[src/rtl/extint_pkg.sv]
package extint_pkg;

    typedef enum logic [1:0] {
        SENSE_LOW  = 2'b00,
        SENSE_ANY  = 2'b01,
        SENSE_FALL = 2'b10,
        SENSE_RISE = 2'b11
    } sense_e;

    // Per-channel registered state
    typedef struct packed {
        logic   prev;   // previous synchronized sample
        sense_e sense;  // sense field seen at the last edge
        logic   flag;   // sticky edge flag
    } chan_state_t;

    function automatic logic edge_match(input sense_e mode, input logic rise, input logic fall);
        logic hit;
        case (mode)
            SENSE_ANY:  hit = rise | fall;
            SENSE_FALL: hit = fall;
            SENSE_RISE: hit = rise;
            default:    hit = 1'b0;
        endcase
        return hit;
    endfunction

endpackage

[src/rtl/extint_sync.sv]
module extint_sync #(
    parameter int WIDTH    = 2,
    parameter int STAGES   = 2,
    parameter bit RST_HIGH = 1'b1
) (
    input  logic             clk,
    input  logic             rst_n,
    input  logic [WIDTH-1:0] async_i,
    output logic [WIDTH-1:0] sync_o
);
    logic [STAGES-1:0][WIDTH-1:0] chain_d, chain_q;

    always_comb begin
        chain_d[0] = async_i;
        for (int s = 1; s < STAGES; s++) begin
            chain_d[s] = chain_q[s-1];
        end
    end

    always_ff @(posedge clk or negedge rst_n) begin
        if (!rst_n) begin
            chain_q <= RST_HIGH ? '1 : '0;
        end else begin
            chain_q <= chain_d;
        end
    end

    assign sync_o = chain_q[STAGES-1];

endmodule

[src/rtl/extint_channel.sv]
module extint_channel
    import extint_pkg::*;
(
    input  logic       clk,
    input  logic       rst_n,
    input  logic       pin_raw_i,
    input  logic       pin_sync_i,
    input  logic       en_i,
    input  logic [1:0] sense_i,
    input  logic       clr_i,
    input  logic       ack_i,
    output logic       flag_o,
    output logic       irq_o
);
    chan_state_t state_d, state_q;
    sense_e      mode;
    logic        rise, fall, mode_stable, set_evt, drop;

    always_comb begin
        mode        = sense_e'(sense_i);
        rise        = pin_sync_i & ~state_q.prev;
        fall        = ~pin_sync_i & state_q.prev;
        mode_stable = (mode == state_q.sense);
        set_evt     = en_i & mode_stable & edge_match(mode, rise, fall);
        drop        = clr_i | ack_i;

        state_d       = state_q;
        state_d.prev  = pin_sync_i;
        state_d.sense = mode;
        if (mode == SENSE_LOW) begin
            state_d.flag = 1'b0;
        end else begin
            state_d.flag = set_evt | (state_q.flag & ~drop);
        end
    end

    always_ff @(posedge clk or negedge rst_n) begin
        if (!rst_n) begin
            state_q <= '{prev: 1'b1, sense: SENSE_LOW, flag: 1'b0};
        end else begin
            state_q <= state_d;
        end
    end

    // Level request is clock-free so it can wake a gated domain.
    assign irq_o  = (mode == SENSE_LOW) ? (en_i & ~pin_raw_i) : (en_i & state_q.flag);
    assign flag_o = state_q.flag;

    AST_SET_NEEDS_EDGE: assert property (@(posedge clk) disable iff (!rst_n)
        $rose(state_q.flag) |-> $past(en_i && (pin_sync_i != state_q.prev))) else $error("flag set without enabled edge");
    AST_FLAG_DROP_CAUSE: assert property (@(posedge clk) disable iff (!rst_n)
        $fell(state_q.flag) |-> $past(clr_i || ack_i || sense_i == 2'b00)) else $error("flag lost without clear");
    AST_LEVEL_NO_FLAG: assert property (@(posedge clk) disable iff (!rst_n)
        (sense_i == 2'b00) |=> !state_q.flag) else $error("flag in level mode");
    AST_MODE_CHANGE_QUIET: assert property (@(posedge clk) disable iff (!rst_n)
        ((sense_i != state_q.sense) && !state_q.flag) |=> !state_q.flag) else $error("mode change set flag");

endmodule

[src/rtl/extint_sense_ctrl.sv]
module extint_sense_ctrl
    import extint_pkg::*;
#(
    parameter int NUM_PINS    = 2,
    parameter int SYNC_STAGES = 2
) (
    input  logic                  clk,
    input  logic                  rst_n,
    input  logic [NUM_PINS-1:0]   pin_raw,
    input  logic [NUM_PINS-1:0]   int_en,
    input  logic [2*NUM_PINS-1:0] sense_cfg,
    input  logic [NUM_PINS-1:0]   flag_clr,
    input  logic [NUM_PINS-1:0]   irq_ack,
    output logic [NUM_PINS-1:0]   flag,
    output logic [NUM_PINS-1:0]   irq
);
    localparam int SENSE_W = 2;

    logic [NUM_PINS-1:0] pin_sync;

    extint_sync #(
        .WIDTH    (NUM_PINS),
        .STAGES   (SYNC_STAGES),
        .RST_HIGH (1'b1)
    ) u_sync (
        .clk     (clk),
        .rst_n   (rst_n),
        .async_i (pin_raw),
        .sync_o  (pin_sync)
    );

    for (genvar i = 0; i < NUM_PINS; i++) begin : g_chan
        extint_channel u_chan (
            .clk        (clk),
            .rst_n      (rst_n),
            .pin_raw_i  (pin_raw[i]),
            .pin_sync_i (pin_sync[i]),
            .en_i       (int_en[i]),
            .sense_i    (sense_cfg[SENSE_W*i +: SENSE_W]),
            .clr_i      (flag_clr[i]),
            .ack_i      (irq_ack[i]),
            .flag_o     (flag[i]),
            .irq_o      (irq[i])
        );

        AST_DISABLED_SILENT: assert property (@(posedge clk) disable iff (!rst_n)
            !int_en[i] |-> !irq[i]) else $error("request from disabled pin");
    end

endmodule

[config.mk]
export PLATFORM = sky130hd
export DESIGN_NAME = extint_sense_ctrl
export DESIGN_NICKNAME = d
export VERILOG_FILES = /design/src/rtl/extint_pkg.sv /design/src/rtl/extint_sync.sv /design/src/rtl/extint_channel.sv /design/src/rtl/extint_sense_ctrl.sv
export SDC_FILE = /design/constraint.sdc
export NUM_CORES = 1
export LEC_CHECK = 0
export CAP_MARGIN = 20
export CORE_AREA = 2 2 39 41
export CTS_BUF_LIST = sky130_fd_sc_hd__clkbuf_8 sky130_fd_sc_hd__clkbuf_16
export DETAILED_ROUTE_END_ITERATION = 8
export DIE_AREA = 0 0 41 43
export DONT_BUFFER_PORTS = 1
export SLEW_MARGIN = 10
export SYNTH_ARGS = -nofsm -noshare
export SYNTH_HDL_FRONTEND = slang
export SYNTH_HIERARCHICAL = 1
export SYNTH_SLANG_ARGS = --single-unit
[constraint.sdc]
create_clock -name clk -period 1.45 [get_ports clk]
set_input_delay 0.0725 -clock clk [delete_from_list [all_inputs] [get_ports clk]]
set_output_delay 0.0725 -clock clk [all_outputs]
set_load 0.01 [all_outputs]
==> results of run 1 <==
## worst max-delay path: cells and delay by family, from the launching register on
family / cells / cell delay [ps]
flip-flops: 1 / 530
AO/OA/AOI/OAI: 2 / 390
adder cells (fa/ha/maj): 1 / 260
AND/OR/NAND/NOR: 2 / 110
buffers and inverters: 1 / 40
## state kept, by name (all words and copies together), names as in the netlist
name,count
g_chan.u_chan/state_q,6
g_chan.u_chan/flag_o,2
u_sync/chain_d,2
u_sync/sync_o,2
## logic make-up after synthesis
kind of cell | Yosys count
adders and majority gates | 4
AOI/OAI and AO/OA | 8
and+or+nand+nor | 16
buffers and inverters | 4
DFF | 12
## final cells by class
class                   count  area share
clock buffers               4      0.0719
multi-input cells          28       0.350
well taps                  16      0.0261
inverters                   4      0.0196
repair buffers             11       0.131
flip-flops and latches     12       0.402
## cell usage after synthesis
cell / count
dfrtp_1: 6
dfstp_2: 6
nor2_1: 6
ha_1: 4
inv_1: 4
nand2_1: 4
nand2b_1: 4
a31o_1: 2
a32oi_1: 2
nor4b_4: 2
o211a_1: 2
o21ai_2: 2
## repair_timing
| action | CTS | global route |
|---|---|---|
| resized for setup | 3 | 3 |
| setup endpoints to repair | 2 | 2 |
| endpoints found under the hold margin | 18 | 0 |
| hold buffers | 7 | 0 |
| buffers inserted | 2 | 0 |
| pin swaps | 3 | 7 |
| gates cloned | 0 | 0 |
## worst paths after layout
check | start | end | slack (ps) | cells past startpoint
max in group asynchronous | rst_n | u_sync/sync_o[1] | 840 | 1
worst max register to register | u_sync/sync_o[0] | g_chan[0].u_chan/flag_o | 0.9 | 6
worst max-delay path | u_sync/sync_o[0] | g_chan[0].u_chan/flag_o | 0.9 | 6
min in group asynchronous | rst_n | g_chan[0].u_chan/state_q[2] | 250 | 1
worst min-delay path | sense_cfg[1] | g_chan[0].u_chan/flag_o | -0.3 | 2
worst min register to register | u_sync/chain_d[3] | u_sync/sync_o[1] | 360 | 0
## per-stage QoR
stage                     utilization  power [mW]  std cells  instance area, um2
after floorplan                     -       0.411         44                 556
after global placement          0.427       0.418         62                 591
after detailed placement        0.427       0.423         62                 591
after CTS                       0.546       0.819         75                 756
after global routing            0.553       0.842         75                 766
final                           0.553       0.812         75                 766
## report_power, final
group / internal (mW) / switching, mW / total, mW
Clock: 0.239 / 0.118 / 0.358
Sequential: 0.358 / 0.0119 / 0.370
Combinational: 0.0493 / 0.0349 / 0.0842
## per-layer routing
| layer | wire (um) | GRT usage | share of wire | vias to the layer above |
|---|---|---|---|---|
| li1 | - | - | - | 182 |
| met5 | 0 | 0 | 0 | - |
| met2 | 642 | 0.244 | 0.58 | 11 |
| met3 | 53 | 0.0366 | 0.048 | 0 |
| met1 | 412 | 0.186 | 0.37 | 188 |
| met4 | 0 | 0.0800 | 0 | 0 |
==> metrics.txt, run 1 <==
max incr delay on CP=530 ps; Max Cap Violations=0; Slew Limit Fails=0; Post-DRT Antenna Nets=0; Die Span Y=43 um; CP arrival=1570 ps; Leakage=0.350 nW; Max-slew headroom=0.651; register area=308 um2; Crit. End Element=flop; Nets=78; #FFs+latches synth=12; clk buf depth=2; Clock Latency Late Sink=240 ps; area of the multi-input gates=268 um2; largest net degree at the start of global routing=13; HPWL after detailed placement=764 um; Buffers on Ports=0; Max IR drop VDD=0.644 mV; commonest non-fill, non-tap cell in the layout=dlygate4sd3_1; Final Setup Violations=0; Worst Max-Slew Pin Slew=522 ps; Post-Syn Nets=62; initial antenna violation count=0; Vias=381; crit share post-route=0.999; Avg Inst Size Synth=12.6 um2; WL/cell=14.8 um; Area contributors post-synth=dfstp_2 (28%), dfrtp_1 (27%), ha_1 (9.0%), nor4b_4 (8.6%), nand2b_1 (4.5%); Num CTS Buffers=3; Worst EP required=1570 ps; pre-CTS setup slack=-43.7 ps; P&R area growth vs syn=37.8%; synth warn=6; Setup crit start kind=flop; Final WS setup=0.868 ps; WS Path Type=flop to flop; CP Cell Sequence=inv_2 > ha_4 > nor4b_4 > a31o_1 > a32oi_1 > nor2_1; Syn Inst Count=44; Final min period=1450 ps; fraction of layout cells with a size suffix above 1=0.407; CTS clk-pin slew, worst paths=50 ps; Hold Path Class=input pin to flop; f_max=690 MHz; die area=1760 um2; Worst path slowest cell=dfstp_2; post-synthesis adder-cell area fraction=0.0901; Final Hold Viols=1; CP Max Fanout=2; vias in the first global route=441; register area share after synthesis=0.554; DR DRC count=0; CTS Root Cell=clkbuf_8; Initial Util=0.401; placer congestion estimate=0.628; status=finished, violations left; total clock sinks=12; WHS=-0.302 ps; ANT cells=0; core area=1380 um2; CTS tree=yes; vias per cell=5.08; post-synthesis mux area share=0; failing checks=negative hold slack; clock skew=2.26 ps; TritonRoute pass-1 iters=4; post-synthesis compound-gate area fraction=0.131; setup TNS=0 ps; remaining global-route overflow=0; Die X=41 um; Total GRT Usage=0.155; post-synth cell types=12; largest area contributor in the netlist=dfstp_2; first-pass GRT wire length=1810 um; RSZ-0062 raised after global routing=true; Post-Syn Area=556 um2; Placement Rows=14; IO Pins=18; Synth Area in XOR/XNOR=0; H-tree Lvls=1; initial DRC count=15; simple-gate portion of the synthesized area=0.198; main combinational cell family by area after synthesis=simple AND/OR/NAND/NOR gates; top cell type's share of synthesized area=0.284; commonest non-fill, non-tap cells in the layout=dlygate4sd3_1 (7), nor2_1 (6), dfrtp_1 (6), dfstp_2 (6); power per standard cell area=1060 nW/um2; fillers=122; WL final=1110 um
Note: power is estimated with default switching activity, not from simulation.
==> run 2: changes to the inputs <==
Settings changed: CORE_AREA 2 2 39 41 to 8 8 45 47, DIE_AREA 0 0 41 43 to 0 0 53 55, SLEW_MARGIN 10 to 20.
==> run 2 against run 1 <==
The run now ends clean. Maximum frequency rose by 2.4%. Non-clock buffer count did not move. Clock power fell by 21%. Cell count fell by 1.3%. Critical path depth did not move. Clock skew fell by 2.0 ps. First-iteration DRC count fell by 67%. Wire length rose by 0.45%. Total power fell by 8.8%. Largest power group unchanged.
==> metrics.txt, run 2 (synthesis results as in run 1) <==
IO Pins=18; Num CTS Buffers=3; first-pass GRT wire length=1680 um; vias per cell=5.08; Final Util=0.552; CP Cell Sequence=inv_1 > ha_2 > nand2b_4 > a31o_1 > a32oi_1 > nor2_1; placer congestion estimate=0.655; CP Max Fanout=2; Clock Latency Late Sink=230 ps; commonest non-fill, non-tap cell in the layout=dlygate4sd3_1; DR DRC count=0; status=finished clean; Max-slew headroom=0.658; WS Path Type=flop to flop; CP arrival=1530 ps; Die Span Y=55 um; Crit path max-delay family=flip-flops; HPWL after detailed placement=800 um; clk buf depth=2; Max IR drop VDD=0.913 mV; P&R area growth vs syn=37.4%; Worst Max-Slew Pin Slew=512 ps; Reg2Reg Depth=6; power per standard cell area=970 nW/um2; RSZ-0062 raised after global routing=true; Slew Limit Fails=0; CP startpoint=g_chan[1].u_chan/state_q[3]; Nets=78; RR Startpoint=g_chan[1].u_chan/state_q[3]; Final min period=1420 ps; H-tree Lvls=1; vias in the first global route=403; critical path endpoint=g_chan[1].u_chan/flag_o; Buffers on Ports=0; Leakage=0.347 nW; fraction of layout cells with a size suffix above 1=0.414; ANT cells=0; Setup crit start kind=flop; reg2reg setup slack=30 ps; f_max=707 MHz; hold-critical path depth=2; worst r2r dst=g_chan[1].u_chan/flag_o; clock skew=0.235 ps; Initial Util=0.401; Hold Path Class=input pin to flop; setup TNS=0 ps; Vias=376; WHS=9.50 ps; core area=1380 um2; Crit. End Element=flop; WL final=1110 um; commonest non-fill, non-tap cells in the layout=dlygate4sd3_1 (7), nor2_1 (6), dfrtp_1 (6), dfstp_2 (6), nand2_1 (4); fillers=113; fin area=763 um2; Worst EP required=1560 ps; Final WS setup=34.8 ps; Max Cap Violations=0; area of the multi-input gates=275 um2; CTS Root Cell=clkbuf_8; Placed Area=591 um2; Cells after DPL=62; CTS tree=yes; initial DRC count=5; CTS clk-pin slew, worst paths=50 ps; initial antenna violation count=0; Worst path slowest cell=dfstp_2; WL/cell=15.0 um; total buffers and inverters traversed by the critical path=1; register area=308 um2; Die X=53 um; Total GRT Usage=0.0818; remaining global-route overflow=0; die area=2920 um2; largest net degree at the start of global routing=13; Finished Layout Cells=74; Largest register FFs=6; Final Hold Viols=0; TritonRoute pass-1 iters=4; max incr delay on CP=540 ps; Post-DRT Antenna Nets=0; Final Setup Violations=0; total clock sinks=12; pre-CTS setup slack=-16.9 ps; Worst path depth=6; Most flops, register=g_chan.u_chan/state_q; total power=0.740 mW; Placement Rows=14; crit share post-route=0.976
## run 2: cell types whose count changed in the layout (fill, tap and decap cells not counted)
cell / change
buf_6: +1
buf_4: -1
nand2b_4: +1
clkbuf_8: -1
nand2b_1: -1
## run 2: layer usage
metal | up-vias | wire, um | share of wire | global-route usage
met2 | 5 | 647 | 0.58 | 0.133
li1 | 181 | - | - | -
met5 | - | 0 | 0 | 0
met4 | 0 | 0 | 0 | 0.0517
met1 | 190 | 434 | 0.39 | 0.0832
met3 | 0 | 30 | 0.027 | 0.0401
## run 2: report_power, final
group | switching (mW) | internal (mW)
registers | 0.0115 | 0.358
clock network | 0.102 | 0.181
logic | 0.0346 | 0.0527
total | 0.148 | 0.592
## run 2: worst register-to-register path, stage by stage (launching register included)
cell and delay (ps):
dfstp_2 540, inv_1 50, ha_2 160, nand2b_4 130
a31o_1 200, a32oi_1 160, nor2_1 60
## run 2: worst min-delay path by stage
stage	slack, ps	start	to
2_1_floorplan	-220	rst_n	g_chan[0].u_chan/flag_o
3_3_place_gp	-220	rst_n	g_chan[0].u_chan/state_q[1]
3_5_place_dp	-220	rst_n	g_chan[0].u_chan/flag_o
4_1_cts	6	sense_cfg[1]	g_chan[0].u_chan/flag_o
5_1_grt	10	sense_cfg[1]	g_chan[0].u_chan/flag_o
6_report	9	sense_cfg[3]	g_chan[1].u_chan/flag_o
## run 2: area by class of cell
cell class | instances | area share
Sequential cell | 12 | 0.403
Inverter | 4 | 0.0197
Tap cell | 16 | 0.0262
Timing Repair Buffer | 11 | 0.136
Multi-Input combinational cell | 28 | 0.361
Clock buffer | 3 | 0.0541
## run 2: timing repair
item / in CTS / in global routing
buffers inserted: 2 / 0
endpoints found under the setup margin: 2 / 2
cloned: 0 / 0
pin swaps: 0 / 4
resized for setup: 2 / 6
hold buffers: 7 / 0
hold endpoints to repair: 18 / 0
